===== src/rtl/cma_pkg.sv =====
package cma_pkg;
  // source selected for the shared index bus in the deciding cycle
  typedef enum logic [1:0] {
    DRV_NONE = 2'd0,
    DRV_WIN  = 2'd1,
    DRV_PARK = 2'd2
  } drv_src_e;
endpackage


===== src/rtl/cma_capture.sv =====
module cma_capture #(
  parameter int LOC_W = 15,
  parameter int LT_W  = 2
) (
  input  logic             clk,
  input  logic             rst,
  input  logic             op_valid,
  input  logic             op_learn,
  input  logic [LT_W-1:0]  lookup_type,
  input  logic             local_hit,
  input  logic             local_multi,
  input  logic [LOC_W-1:0] local_loc,
  output logic             s1_valid,
  output logic             s1_hit,
  output logic             s1_multi,
  output logic             s1_learn,
  output logic [LT_W-1:0]  s1_lt,
  output logic [LOC_W-1:0] s1_loc
);
  always_ff @(posedge clk) begin
    if (rst) begin
      s1_valid <= 1'b0;
      s1_hit   <= 1'b0;
      s1_multi <= 1'b0;
      s1_learn <= 1'b0;
      s1_lt    <= '0;
      s1_loc   <= '0;
    end else begin
      s1_valid <= op_valid;
      s1_hit   <= op_valid & local_hit;
      s1_multi <= op_valid & local_hit & local_multi;
      s1_learn <= op_valid & op_learn;
      s1_lt    <= lookup_type;
      s1_loc   <= local_loc;
    end
  end

  assert_hit_out_R2: assert property (@(posedge clk) disable iff (rst)
    (op_valid && local_hit) |=> s1_hit);
  assert_idle_out_R2: assert property (@(posedge clk) disable iff (rst)
    (!op_valid) |=> (!s1_hit && !s1_valid));
endmodule


===== src/rtl/cma_resolve.sv =====
module cma_resolve
  import cma_pkg::*;
#(
  parameter int LOC_W = 15,
  parameter int DEV_W = 3,
  parameter int LT_W  = 2,
  localparam int IDX_W = LT_W + DEV_W + LOC_W
) (
  input  logic             clk,
  input  logic             rst,
  input  logic [DEV_W-1:0] dev_addr,
  input  logic             strap_last_sram,
  input  logic             s1_valid,
  input  logic             s1_hit,
  input  logic             s1_multi,
  input  logic [LT_W-1:0]  s1_lt,
  input  logic [LOC_W-1:0] s1_loc,
  input  logic             match_in,
  output logic [IDX_W-1:0] index_bus,
  output logic             index_oe,
  output logic             multi_pull
);
  drv_src_e   src;
  logic       any_hit;
  logic [IDX_W-1:0] win_word;

  assign any_hit  = s1_valid & (s1_hit | match_in);
  assign win_word = {s1_lt, dev_addr, s1_loc};

  always_comb begin
    if (s1_hit && !match_in)
      src = DRV_WIN;
    else if (strap_last_sram && !any_hit)
      src = DRV_PARK;
    else
      src = DRV_NONE;
  end

  always_ff @(posedge clk) begin
    if (rst) begin
      index_bus  <= '0;
      index_oe   <= 1'b0;
      multi_pull <= 1'b0;
    end else begin
      index_oe   <= (src != DRV_NONE);
      index_bus  <= (src == DRV_WIN) ? win_word : '0;
      multi_pull <= s1_hit & (s1_multi | match_in);
    end
  end

  assert_yield_R4: assert property (@(posedge clk) disable iff (rst)
    (s1_hit && match_in && !strap_last_sram) |=> !index_oe);
  assert_win_R3: assert property (@(posedge clk) disable iff (rst)
    (s1_hit && !match_in) |=> index_oe);
  assert_multi_dev_R6: assert property (@(posedge clk) disable iff (rst)
    (s1_hit && match_in) |=> multi_pull);
  assert_no_drive_R5: assert property (@(posedge clk) disable iff (rst)
    (!s1_hit && !strap_last_sram) |=> !index_oe);
endmodule


===== src/rtl/cma_ctrl.sv =====
module cma_ctrl (
  input  logic clk,
  input  logic rst,
  input  logic strap_last_sram,
  input  logic strap_last_dev,
  input  logic s1_valid,
  input  logic s1_hit,
  input  logic s1_learn,
  input  logic match_in,
  output logic ctl_oe,
  output logic sram_ce,
  output logic sram_we,
  output logic fb_oe,
  output logic match_ack,
  output logic lookup_valid
);
  logic glob_hit;
  assign glob_hit = s1_valid & (s1_hit | match_in);

  always_ff @(posedge clk) begin
    if (rst) begin
      ctl_oe       <= 1'b0;
      sram_ce      <= 1'b0;
      sram_we      <= 1'b0;
      fb_oe        <= 1'b0;
      match_ack    <= 1'b0;
      lookup_valid <= 1'b0;
    end else begin
      ctl_oe       <= strap_last_sram;
      sram_ce      <= strap_last_sram & glob_hit;
      sram_we      <= strap_last_sram & s1_learn;
      fb_oe        <= strap_last_dev;
      match_ack    <= strap_last_dev & glob_hit;
      lookup_valid <= strap_last_dev & s1_valid;
    end
  end

  assert_fb_quiet_R8: assert property (@(posedge clk) disable iff (rst)
    (!strap_last_dev) |=> (!fb_oe && !match_ack && !lookup_valid));
  assert_learn_we_R7: assert property (@(posedge clk) disable iff (rst)
    (s1_learn && strap_last_sram) |=> sram_we);
  assert_ctl_quiet_R7: assert property (@(posedge clk) disable iff (rst)
    (!strap_last_sram) |=> (!ctl_oe && !sram_ce && !sram_we));
endmodule


===== src/rtl/cascade_match_arbiter.sv =====
module cascade_match_arbiter #(
  parameter int LOC_W = 15,
  parameter int DEV_W = 3,
  parameter int LT_W  = 2,
  localparam int IDX_W = LT_W + DEV_W + LOC_W
) (
  input  logic             clk,
  input  logic             rst,
  input  logic [DEV_W-1:0] dev_addr,
  input  logic             strap_last_sram,
  input  logic             strap_last_dev,
  input  logic             op_valid,
  input  logic             op_learn,
  input  logic [LT_W-1:0]  lookup_type,
  input  logic             local_hit,
  input  logic             local_multi,
  input  logic [LOC_W-1:0] local_loc,
  input  logic             match_in,
  output logic             match_out,
  output logic [IDX_W-1:0] index_bus,
  output logic             index_oe,
  output logic             multi_pull,
  output logic             ctl_oe,
  output logic             sram_ce,
  output logic             sram_we,
  output logic             fb_oe,
  output logic             match_ack,
  output logic             lookup_valid
);
  logic             s1_valid, s1_hit, s1_multi, s1_learn;
  logic [LT_W-1:0]  s1_lt;
  logic [LOC_W-1:0] s1_loc;

  cma_capture #(.LOC_W(LOC_W), .LT_W(LT_W)) capture_i (
    .clk(clk), .rst(rst),
    .op_valid(op_valid), .op_learn(op_learn), .lookup_type(lookup_type),
    .local_hit(local_hit), .local_multi(local_multi), .local_loc(local_loc),
    .s1_valid(s1_valid), .s1_hit(s1_hit), .s1_multi(s1_multi),
    .s1_learn(s1_learn), .s1_lt(s1_lt), .s1_loc(s1_loc)
  );

  // registered local hit goes straight down the chain
  assign match_out = s1_hit;

  cma_resolve #(.LOC_W(LOC_W), .DEV_W(DEV_W), .LT_W(LT_W)) resolve_i (
    .clk(clk), .rst(rst),
    .dev_addr(dev_addr), .strap_last_sram(strap_last_sram),
    .s1_valid(s1_valid), .s1_hit(s1_hit), .s1_multi(s1_multi),
    .s1_lt(s1_lt), .s1_loc(s1_loc), .match_in(match_in),
    .index_bus(index_bus), .index_oe(index_oe), .multi_pull(multi_pull)
  );

  cma_ctrl ctrl_i (
    .clk(clk), .rst(rst),
    .strap_last_sram(strap_last_sram), .strap_last_dev(strap_last_dev),
    .s1_valid(s1_valid), .s1_hit(s1_hit), .s1_learn(s1_learn),
    .match_in(match_in),
    .ctl_oe(ctl_oe), .sram_ce(sram_ce), .sram_we(sram_we),
    .fb_oe(fb_oe), .match_ack(match_ack), .lookup_valid(lookup_valid)
  );
endmodule


===== config.mk =====
export PLATFORM = sky130hd
export DESIGN_NAME = cascade_match_arbiter
export DESIGN_NICKNAME = d
export VERILOG_FILES = /design/src/rtl/cma_pkg.sv /design/src/rtl/cma_capture.sv /design/src/rtl/cma_resolve.sv /design/src/rtl/cma_ctrl.sv /design/src/rtl/cascade_match_arbiter.sv
export SDC_FILE = /design/constraint.sdc
export NUM_CORES = 1
export LEC_CHECK = 0
export BUFFER_PORTS_ARGS = -buffer_cell sky130_fd_sc_hd__buf_4
export CAP_MARGIN = 30
export CORE_MARGIN = 8
export CORE_UTILIZATION = 25
export CTS_CLUSTER_DIAMETER = 60
export DETAILED_ROUTE_END_ITERATION = 12
export SETUP_SLACK_MARGIN = 0.3
export SLEW_MARGIN = 30
export SYNTH_ARGS = -nofsm -noshare
export SYNTH_HDL_FRONTEND = slang
export SYNTH_SLANG_ARGS = --single-unit

===== constraint.sdc =====
create_clock -name clk -period 1.55 [get_ports clk]
set_input_delay 0.155 -clock clk [delete_from_list [all_inputs] [get_ports clk]]
set_output_delay 0.155 -clock clk [all_outputs]
set_load 0.05 [all_outputs]

==> metrics list, run 1 <==
- The worst-case IR drop observed on VDD is 0.0003579 V.
* Ratio of routed vias to standard cells: 3.532
- The worst setup path is captured at a primary output.
* Count of cell types in the netlist: 13
- Number of buffers created by CTS: 5
- Total leakage power: 0.9014 nW
* Mapped cell area: roughly 1400 um2
- Clock tree synthesis found a total of 49 sinks.
* Crit path time final: about 1000 ps
- In the final layout, the registers with the most flip-flops are resolve_i.index_bus x20, capture_i.s1_loc x15, capture_i.s1_lt x2.
* Floorplan core area: between 5000 and 6000 um2
* Summed negative setup slack over all endpoints: 0 ps
- Data arrives at the worst endpoint at 840 ps.
* Post-CTS setup-driven buffer insertion count: 0
- Post-synthesis sequential area ratio: 72.66%
- Dividing the detail-routed wire length by the instance count gives around 11 um.
* Post-layout worst setup margin: 559.1 ps
- Synthesis inferred 49 register bits.
- P&R area growth vs syn: 42.91%
- Number of antenna diodes: 0
* Layout net count: 197
- Number of setup violations in the final report: 0
- Clock root buffer: clkbuf_8
* Crit Path Category: reg -> out
- Initial cell density of the core: a little over a quarter
* Via count of the first global-routing pass: roughly 770
* Quantity of I/O buffers inserted on ports: 57
* Synth area leaders: dfxtp_1 (73%), and2_1 (11%), nor2b_1 (5.1%), and2b_1 (5.0%), nor3b_1 (2.2%)
- DRC marker count from the first detailed-route iteration: 4
* Critical path fanouts, max: 4
- CP top delay family: flip-flops
* Crit path launch type: flip-flop
- At the pin with the least slew margin, the transition time is approximately 270 ps.
* Slowest cell on the critical path: dfxtp_2
- TritonCTS built the clock tree.
- For this run, the number of Yosys warnings is 0.
- Traced cell by cell, the critical path runs through buf_4.
- Max-slew headroom: between 80 and 90%
- Share of layout cells above drive strength 1: 39.52%
* Status: completed
* Reported max-cap violation count: 0
* Final std cell area, no fill: ~1900 um2
- Dividing the final minimum period by the clock period gives 63.93%.
- The initial antenna violation count is 0.
- Final-report max-slew violation count: 0
* First-pass GRT wire length: 3829 um
- After clock tree synthesis, the repair step resized 0 gates.
* Cells after synthesis: ~110
- Worst hold path class: in -> reg
* CTS max path bufs: 2
* Insertion delay to the later sink of the worst-skew pair: 290 ps
- Between clock sinks in the finished design, the worst skew comes to 7.397 ps.
* Worst setup timing slack at the placement stage: 573.5 ps
- Delay of the slowest cell on the worst path: roughly 350 ps
- The congestion estimate from routability-driven global placement came to 0.6967.
- Post-synthesis area per instance: roughly 13 um2
* Cells after DPL: 231
* Combined global-route utilization of all metal layers: 6.754%
* Power, Total: 0.002111 W
* Count of placed standard cells in the final layout, fillers left out: 237
* Final count of hold timing violations: 0
* Die width: 89.49 um
* Number of DRC violations after detailed routing: 0
* Required @ worst endpoint: 1390 ps
- The number of nets in the synthesized netlist is between 100 and 150.
- The floorplan has 26 rows.
- The register with the most flip-flops in the final layout is resolve_i.index_bus.
- Number of placed I/O pins: 58
- The placed instances occupy a cell area of 1856 um2.
* Die H: 89.49 um
* Detailed Routing Iterations Pass 1: 3
* Number of flip-flops under the largest register name: 20
* Library cell with the largest summed area after synthesis: dfxtp_1
- Total Die Area: 8008 um2
* Pin count of the biggest net entering global routing: 27
- H-tree levels: 2
* Remaining number of nets flagged by the antenna check after routing: 0
* Total vias in the final route: ~840
* Total wire length after detailed routing: roughly 2600 um
* FMAX: a little over 1000 MHz
* Total power divided by cell area: ~1100 nW/um2
- Half-perimeter wire length of the detailed placement result: roughly 2100 um
- Setup repair after global routing left no endpoint under its margin.
- Clock-pin slew on the worst setup and hold paths: around 80 ps
- The share of synthesized area in the top cell type comes to 72.66%.
* Number of buffers inserted by hold repair at cts: 0
- Gr ovfl total: 0
* CP bufs+invs: 1
## final cells by class
cell class / count / area (um2)
multi-input combinational: 54 / 350.3
timing repair buffer: 58 / 435.4
clock buffer: 5 / 68.82
sequential: 49 / 982.2
clock inverter: 1 / 5.005
fill: 535 / 3243
tap: 70 / 87.58
## power by group
part / switching, W / total (W) / internal (W)
clock network: 0.000350 / 0.000646 / 0.000297
logic: 0.0000791 / 0.000161 / 0.0000817
registers: 0.00000779 / 0.00130 / 0.00130
## placed cells by master (no fill, tap or decap)
| cell | count |
|---|---|
| a21o_1 | 1 |
| and2_1 | 23 |
| and2b_1 | 9 |
| buf_4 | 58 |
| clkbuf_8 | 5 |
| clkinv_2 | 1 |
| dfxtp_1 | 48 |
| dfxtp_2 | 1 |
| nand2_1 | 2 |
| nor2_1 | 2 |
| nor2b_1 | 11 |
| nor3b_1 | 4 |
| nor3b_2 | 1 |
| o21ai_0 | 1 |
## cell families after synthesis
logic type / synth area share (%)
AND/OR/NAND/NOR: 25.02
flip-flops: 72.66
buffers and inverters: 1.390
AO/OA/AOI/OAI: 0.9266
## cells in the mapped netlist (all sizes together)
cell type  count
dfxtp         49
and2          23
nor2b         11
and2b          9
nor3b          5
clkbuf         3
nand2          2
nor2           2
a21o           1
buf            1
o21ai          1
## stage by stage
step / hold slack (ps) / utilization (%)
floorplan: 276.7 / -
finish: 68.68 / 37.30
global route: 58.33 / 37.30
detailed placement: 360.8 / 35.87
global placement: 363.0 / 35.87
CTS: 56.56 / 37.30
## worst paths after layout
kind / start / endpoint / slack, ps / cells after the start
setup reg to reg: capture_i.s1_hit$_SDFF_PP0_ / resolve_i.index_bus[10]$_SDFF_PP0_ / 610 / 3
hold reg to reg: capture_i.s1_learn$_SDFF_PP0_ / ctrl_i.sram_we$_SDFF_PP0_ / 420 / 1
setup / recovery: capture_i.s1_hit$_SDFF_PP0_ / match_out / 560 / 1
hold / removal: dev_addr[2] / resolve_i.index_bus[17]$_SDFF_PP0_ / 70 / 2
## metal layers
metal  GRT usage [%]  part of all wire, %
met1           7.680                   44
met2           9.428                   39
met3           4.320                   15
met4           3.625                  1.8
met5               0                    0
No activity file was read; power rests on OpenSTA's default activity.
==> run 2: changes to the inputs <==
==> constraint.sdc (replaced) <==
create_clock -name clk -period 0.8 [get_ports clk]
set_input_delay 0.08 -clock clk [delete_from_list [all_inputs] [get_ports clk]]
set_output_delay 0.08 -clock clk [all_outputs]
set_load 0.05 [all_outputs]
==> run 2 against run 1 <==
  * The run now ends with hold timing, setup timing left
  * Global-route usage is 1.2 points higher
  * Non-clock buffer count up 5
  * Core utilization increased by 8.2 points
  * Total power rose by 110%
  * Clock skew grew 2.7 ps
  * Critical path type unchanged
  * Largest cell class unchanged
==> metrics list, run 2 (synthesis results as in run 1) <==
* Status: complete, but fails checks
- The checks that failed: hold timing, setup timing.
* Final-report max-slew violation count: 0 (unchanged)
- The flip-flop count of the largest register, all copies and words added is 20 (unchanged).
* Via count of the first global-routing pass: 968 (+26%)
- Number of placed I/O pins: 58 (unchanged)
- Worst setup startpoint: capture_i.s1_hit$_SDFF_PP0_
- Post-layout worst setup margin: -186.1 ps (-745.2 ps)
- Placement Rows: 26 (unchanged)
- Skew final: 10.06 ps (+2.658 ps)
* Worst reg2reg path startpoint: capture_i.s1_hit$_SDFF_PP0_
- Register bank with the most flops: resolve_i.index_bus
- The per-cell routed wire length is 11.92 um (+8.0%).
- Worst setup timing slack at the placement stage: -77.74 ps (-651.2 ps)
- Slowest cell on the critical path: dfxtp_4
- Total leakage power: 1.026 nW (+14%)
* TritonCTS clock tree: built
- Required @ worst endpoint: 720 ps (-670 ps)
* Final count of hold timing violations: 13 (+13)
- The maximum buffer depth of the clock tree was 2 (unchanged).
- The number of clock sinks was 49 (unchanged).
- Total Die Area: 8008 um2 (unchanged)
* Biggest registers after layout: resolve_i.index_bus x20, capture_i.s1_loc x15, capture_i.s1_lt x2
* Crit path launch type: flip-flop
- For the finished layout, the period the worst path requires is 986.1 ps.
* Unrepaired setup endpoints after global routing: yes
* Gr ovfl total: 0 (unchanged)
- The fill cell total of the finished layout is 488 (-8.8%).
- The final count of negative-setup-slack endpoints is 53 (+53).
- The initial standard-cell utilization of the core was 26.10% (unchanged).
* Detailed Routing Iterations Pass 1: 3 (unchanged)
- Ratio of routed vias to standard cells: 3.664 (+3.7%)
- The iteration-0 DRC count of the detailed router came to 15 (+11).
- Summed negative setup slack over all endpoints: -4381 ps (-4381 ps)
- The count of nets after finishing was 202 (+2.5%).
* Critical path fanouts, max: 2 (-2)
- Share of layout cells above drive strength 1: 60.34% (+21 points)
- The buffering stage count on the worst path with inverters included is 2 (+1).
- The signal on the critical path passes through buf_6, buf_8.
- The most critical setup path has its endpoint at match_out.
- The worst hold slack across all endpoints was -14.75 ps (-83.43 ps).
- CP Capture Type: primary output
- The die height was 89.49 um (unchanged).
- The tree is rooted in a clkbuf_8.
- Critical path depth: 2 (+1)
- Fraction of the cycle the final worst path needs: 123.3%
- The core region area is 5172 um2 (unchanged).
- The initial antenna violation count came to 0 (unchanged).
* Most frequent standard cell in the layout excluding fill and tap cells: buf_4
* H-tree levels: 2 (unchanged)
* Destination of the worst register-to-register timing path: resolve_i.index_bus[11]$_SDFF_PP0_
* Half-perimeter wire length of the detailed placement result: 2210 um (+5.5%)
- The via count came to 894 (+6.8%).
* Crit Path Category: reg -> out
- The antenna violation net count after detailed routing was 0 (unchanged).
- The maximum cell stage delay along the critical path is 350 ps (about the same).
* Total power divided by cell area: 1886 nW/um2 (+72%)
- Grouping stages by cell kind, the critical path spends the most delay in flip-flops.
* Total wire length after detailed routing: 2909 um (+11%)
* Insertion delay to the later sink of the worst-skew pair: 290 ps (about the same)
- Transition time of the tightest slew-check pin: 192.6 ps (-76.67 ps)
- The die span in x was 89.49 um (unchanged).
- Clock-pin slew on the worst setup and hold paths: 90 ps (about the same)
- The path class of the tightest hold or removal check is in -> reg.
* Power, Total: 0.004437 W (+110%)
- The global-route wire length before repair came to 4671 um (+22%).
- For this run, the top clock speed supported by timing is between 1000 and 1500 MHz.
- The antenna diode instance count was 0 (unchanged).
* Reported max-cap violation count: 0 (unchanged)
* Number of buffers created by CTS: 5 (unchanged)
- Top library cells by usage in the layout, fill and taps aside: buf_4 (32), buf_8 (29), and2_1 (22)
- The worst supply voltage drop on vdd was 0.0008051 V (+120%).
* Max-slew headroom: 87.15% (+5.3 points)
- The number of cells traversed by the worst register-to-register path was 3 (unchanged).
- Worst hold start: op_learn
- The remaining routing DRC violations came to 0 (unchanged).
* Combined global-route utilization of all metal layers: 7.912% (+1.2 points)
- Pin count of the biggest net entering global routing: 22 (-19%)
- Worst reg-to-reg setup slack: -120 ps (-730 ps)
- Quantity of I/O buffers inserted on ports: 57 (unchanged)
- The arrival time of data at the critical path endpoint is 910 ps (+70 ps).
* Final Wtd Congestion: 0.6406 (-8.1%)
- Compared with the post-synthesis result, the final layout area differs by 74.24%.
==> run 2: repair_timing <==
action / in CTS / in global routing
endpoints found under the hold margin: 15 / 11
gates resized for setup: 71 / 4
pin swaps: 3 / 1
endpoints found under the setup margin: 55 / 55
cloned: 0 / 0
buffers inserted: 1 / 0
==> run 2: power breakdown <==
| group | switching [W] | internal [W] | total [W] |
|---|---|---|---|
| Combinational | 0.000166 | 0.000211 | 0.000376 |
| Clock | 0.000766 | 0.000812 | 0.00158 |
| Sequential | 0.0000265 | 0.00246 | 0.00248 |
==> run 2: routing by layer <==
| layer | up-vias | GRT usage, % | wire length, um |
|---|---|---|---|
| met5 | - | 0 | 0 |
| met4 | 0 | 3.625 | 34 |
| met3 | 5 | 3.401 | 357 |
| met2 | 47 | 12.19 | 1306 |
| met1 | 384 | 9.271 | 1211 |
| li1 | 458 | - | - |
==> run 2: cell type report <==
type                            instances  area [um2]  share of cell area, %
Sequential cell                        49        1071                  45.53
Timing Repair Buffer                   63       706.9                  30.05
Multi-Input combinational cell         54       380.4                  16.17
Clock buffer                            7       97.59                  4.149
Tap cell                               70       87.58                  3.723
Clock inverter                          1       8.758                 0.3723
==> run 2: per-stage QoR <==
stage / cell area [um2] / utilization [%] / instances
floorplan: 1446 / - / 107
global placement: 1983 / 38.34 / 235
detailed placement: 1983 / 38.34 / 235
CTS: 2335 / 45.14 / 244
global route: 2352 / 45.48 / 244
finish: 2352 / 45.48 / 244
==> run 2: how the worst min path moves through the flow <==
stage          cells after the start                        endpoint  slack, ps
5_1_grt                            2   capture_i.s1_learn$_SDFF_PP0_        -20
4_1_cts                            2   capture_i.s1_lt[0]$_SDFF_PP0_        -20
6_report                           2   capture_i.s1_learn$_SDFF_PP0_        -10
3_5_place_dp                       2  capture_i.s1_loc[8]$_SDFF_PP0_        290
3_3_place_gp                       2   capture_i.s1_lt[0]$_SDFF_PP0_        290
2_1_floorplan                      1   capture_i.s1_learn$_SDFF_PP0_        200
==> run 3: changes to the inputs <==
--- a/config.mk
+++ b/config.mk
@@ -11,6 +11,7 @@
 export CORE_UTILIZATION = 25
 export CTS_CLUSTER_DIAMETER = 60
 export DETAILED_ROUTE_END_ITERATION = 12
+export REMOVE_ABC_BUFFERS = 1
 export SETUP_SLACK_MARGIN = 0.3
 export SLEW_MARGIN = 30
 export SYNTH_ARGS = -nofsm -noshare
==> run 3 against run 2 <==
  * The run still ends with hold timing, setup timing left
  * Routed wire length grew 13%
  * Setup slack worse by 12 ps
  * Fmax shrank 1.2%
  * Critical path type is now reg -> reg
  * Critical endpoint is now resolve_i.index_bus[16]$_SDFF_PP0_
==> metrics list, run 3 (synthesis results as in run 1) <==
- The clock insertion delay at the later pin of the skew report is 290 ps (about the same).
- Quantity of I/O buffers inserted on ports: 57 (unchanged)
* Top library cells by usage in the layout, fill and taps aside: dfxtp_2 (29), buf_4 (28), buf_8 (25)
- Critical path fanouts, max: 7 (+5)
* CTS max path bufs: 2 (unchanged)
- Logic depth of the worst register-to-register path: 4 (+1)
- The all-layer global routing usage came to 8.454% (+0.54 points).
- Status: complete, but fails checks
- Skew final: 3.442 ps (-6.613 ps)
- The maximum number of pins on one net before global-route repair was 26 (+18%).
- The antenna violation net count after detailed routing is 0 (unchanged).
* Worst reg-to-reg setup slack: -200 ps (-80 ps)
- The worst supply voltage drop on vdd came to 0.0005851 V (-27%).
* Total Die Area: 8008 um2 (unchanged)
* Portion of total power attributed to combinational logic: 8.7% (+0.2 points)
- Worst hold path class: in -> reg
- The post-layout minimum cycle time came to 998.5 ps (+12.44 ps).
* Reported max-cap violation count: 0 (unchanged)
* Transition time of the tightest slew-check pin: 190.2 ps (-2.430 ps)
- CP top delay family: flip-flops
- The iteration-0 DRC count of the detailed router is 26 (+11).
- Post-layout worst setup margin: -198.5 ps (-12.44 ps)
- Final-report max-slew violation count: 0 (unchanged)
- The switching share of total power came to 20.50% (-1.1 points).
* Total wire length after detailed routing: 3274 um (+13%)
- STA classifies the critical path endpoint as a flip-flop.
- Fraction of the cycle the final worst path needs: 124.8% (+1.6 points)
- Number of setup violations in the final report: 52 (-1.9%)
- The checks that failed: hold timing, setup timing.
- Clock-pin slew on the worst setup and hold paths: 80 ps (about the same)
- The internal power contribution is 0.003765 W (+8.2%).
* P&R area growth vs syn: 78.87%
* Summed negative setup slack over all endpoints: -5737 ps (-1356 ps)
- Max-slew headroom: 87.31% (+0.16 points)
* Layout net count: 207 (+2.5%)
* Number of flip-flops under the largest register name: 20 (unchanged)
* Placement Rows: 26 (unchanged)
- The aggregate global routing overflow came to 0 (unchanged).
- Slowest cell on the critical path: dfxtp_2
* Final Wtd Congestion: 0.6418 (+0.19%)
- Setup repair after global routing could not meet its margin everywhere.
- The maximum cell stage delay along the critical path came to 360 ps (about the same).
- The antenna diode instance count is 0 (unchanged).
- Number of buffers created by CTS: 5 (unchanged)
- H-tree levels: 2 (unchanged)
* Final cell utilization of the core: 46.69% (+1.2 points)
* Register bank with the most flops: resolve_i.index_bus
- The worst hold slack across all endpoints is -14.12 ps (+0.6283 ps).
- Number of DRC violations after detailed routing: 0 (unchanged)
* Total leakage power: 1.072 nW (+4.5%)
- Number of sinks handled by clock tree synthesis: 49 (unchanged)
- Cell depth of the worst min-delay path: 2 (unchanged)
- The share of cells above drive strength 1 came to 64.80% (+4.5 points).
- The buffering stage count on the worst path with inverters included is 2 (unchanged).
- The fraction of power consumed by the clock network was 37.7% (+2.1 points).
- The initial standard-cell utilization of the core is 26.10% (unchanged).
- The via count came to 927 (+3.7%).
- The die span in x was 89.49 um (unchanged).
- The core region area is 5172 um2 (unchanged).
* Worst hold start: op_learn
- The final hold violation count was 13 (unchanged).
* Biggest registers after layout: resolve_i.index_bus x20, capture_i.s1_loc x15, capture_i.s1_lt x2
- The cell sitting at the root of the clock tree is a clkbuf_8.
- TritonCTS clock tree: built
- The path with the worst hold slack has its endpoint at capture_i.s1_learn$_SDFF_PP0_.
- Ratio of routed vias to standard cells: 3.723 (+1.6%)
- The number of detailed-routing iterations run before antenna repair came to 4 (+1).
* First-pass GRT wire length: 4892 um (+4.7%)
* Worst setup timing slack at the placement stage: -396.7 ps (-319.0 ps)
* Crit Path Category: reg -> reg
- Most frequent standard cell in the layout excluding fill and tap cells: dfxtp_2
* Cells after DPL: 233 (-0.85%)
- Antenna violations before repair: 0 (unchanged)
- The arrival time of data at the critical path endpoint is 1240 ps (+330 ps).
* Net switching power of the design: 0.0009708 W (+1.3%)
- Destination of the worst register-to-register timing path: resolve_i.index_bus[16]$_SDFF_PP0_
- The power share of the sequential group came to 53.6% (-2.3 points).
- The per-cell routed wire length came to 13.15 um (+10%).
- The power per standard cell area is 1961 nW/um2 (+4.0%).
- Via count of the first global-routing pass: 971 (+0.31%)
* Number of placed I/O pins: 58 (unchanged)
- Count of placed standard cells in the final layout, fillers left out: 249 (+2.0%)
* Worst reg2reg path startpoint: capture_i.s1_hit$_SDFF_PP0_
- The required time reported for the critical path endpoint was 1040 ps (+320 ps).
- Number of fill cells: 463 (-5.1%)
- Worst path cell trace: buf_12, nor3b_4, buf_6, and2_4
- The maximum frequency from static timing analysis came to 1001 MHz (-1.2%).
* Crit path launch type: flip-flop
* Die H: 89.49 um (unchanged)
## run 3: cell types whose count changed in the layout (fill, tap and decap cells not counted), sizes merged
cell	change
buf	+3
bufinv	+1
clkinv	-1
clkinvlp	+1
nor3b	+1
## run 3: layer usage
layer | up-vias | wire length, um | GRT usage [%]
met1 | 409 | 1403 | 9.511
met5 | - | 0 | 0
met2 | 46 | 1505 | 13.67
met3 | 2 | 349 | 4.412
li1 | 470 | - | -
met4 | 0 | 15 | 2.266
## run 3: how the worst max path moves through the flow
stage | from | end | slack [ps] | cells after the start
2_1_floorplan | capture_i.s1_hit$_SDFF_PP0_ | resolve_i.index_bus[0]$_SDFF_PP0_ | -660 | 2
3_3_place_gp | capture_i.s1_hit$_SDFF_PP0_ | resolve_i.index_bus[6]$_SDFF_PP0_ | -620 | 2
3_5_place_dp | capture_i.s1_hit$_SDFF_PP0_ | resolve_i.index_bus[11]$_SDFF_PP0_ | -400 | 2
4_1_cts | capture_i.s1_hit$_SDFF_PP0_ | resolve_i.index_bus[2]$_SDFF_PP0_ | -190 | 4
5_1_grt | capture_i.s1_hit$_SDFF_PP0_ | resolve_i.index_bus[16]$_SDFF_PP0_ | -250 | 4
6_report | capture_i.s1_hit$_SDFF_PP0_ | resolve_i.index_bus[16]$_SDFF_PP0_ | -200 | 4
## run 3: area by class of cell
cell class	instances	area, um2	area share, %
Timing Repair Buffer	67	774.5	32.07
Sequential cell	49	1021	42.28
Tap cell	70	87.58	3.627
Clock inverter	2	37.54	1.554
Multi-Input combinational cell	55	411.6	17.05
Clock buffer	6	82.58	3.420
## run 3: timing repair
| action | CTS | global route |
|---|---|---|
| endpoints found under the hold margin | 20 | 13 |
| resized for setup | 91 | 16 |
| setup buffers | 6 | 0 |
| cloned | 1 | 1 |
| pin swaps | 17 | 6 |
| endpoints found under the setup margin | 56 | 65 |
## run 3: power groups by stage
stage,clock network (W),logic [W],registers (W)
floorplan,0,0.0000618,0.00266
global placement,0,0.000320,0.00258
detailed placement,0,0.000325,0.00258
CTS,0.00185,0.000388,0.00254
global route,0.00200,0.000443,0.00255
finish,0.00178,0.000412,0.00254
## run 3: worst reg2reg max path, stage by stage, from the launching register on
cell and delay, ps:
dfxtp_2 360, buf_12 100, nor3b_4 200, buf_6 150
and2_4 120
## run 3: per-stage QoR
| step | instance area [um2] | power, W |
|---|---|---|
| 6_report | 2415 | 0.004735 |
| 5_1_grt | 2415 | 0.004991 |
| 4_1_cts | 2344 | 0.004781 |
| 3_5_place_dp | 1876 | 0.002909 |
| 3_3_place_gp | 1869 | 0.002903 |
| 2_1_floorplan | 1331 | 0.002721 |
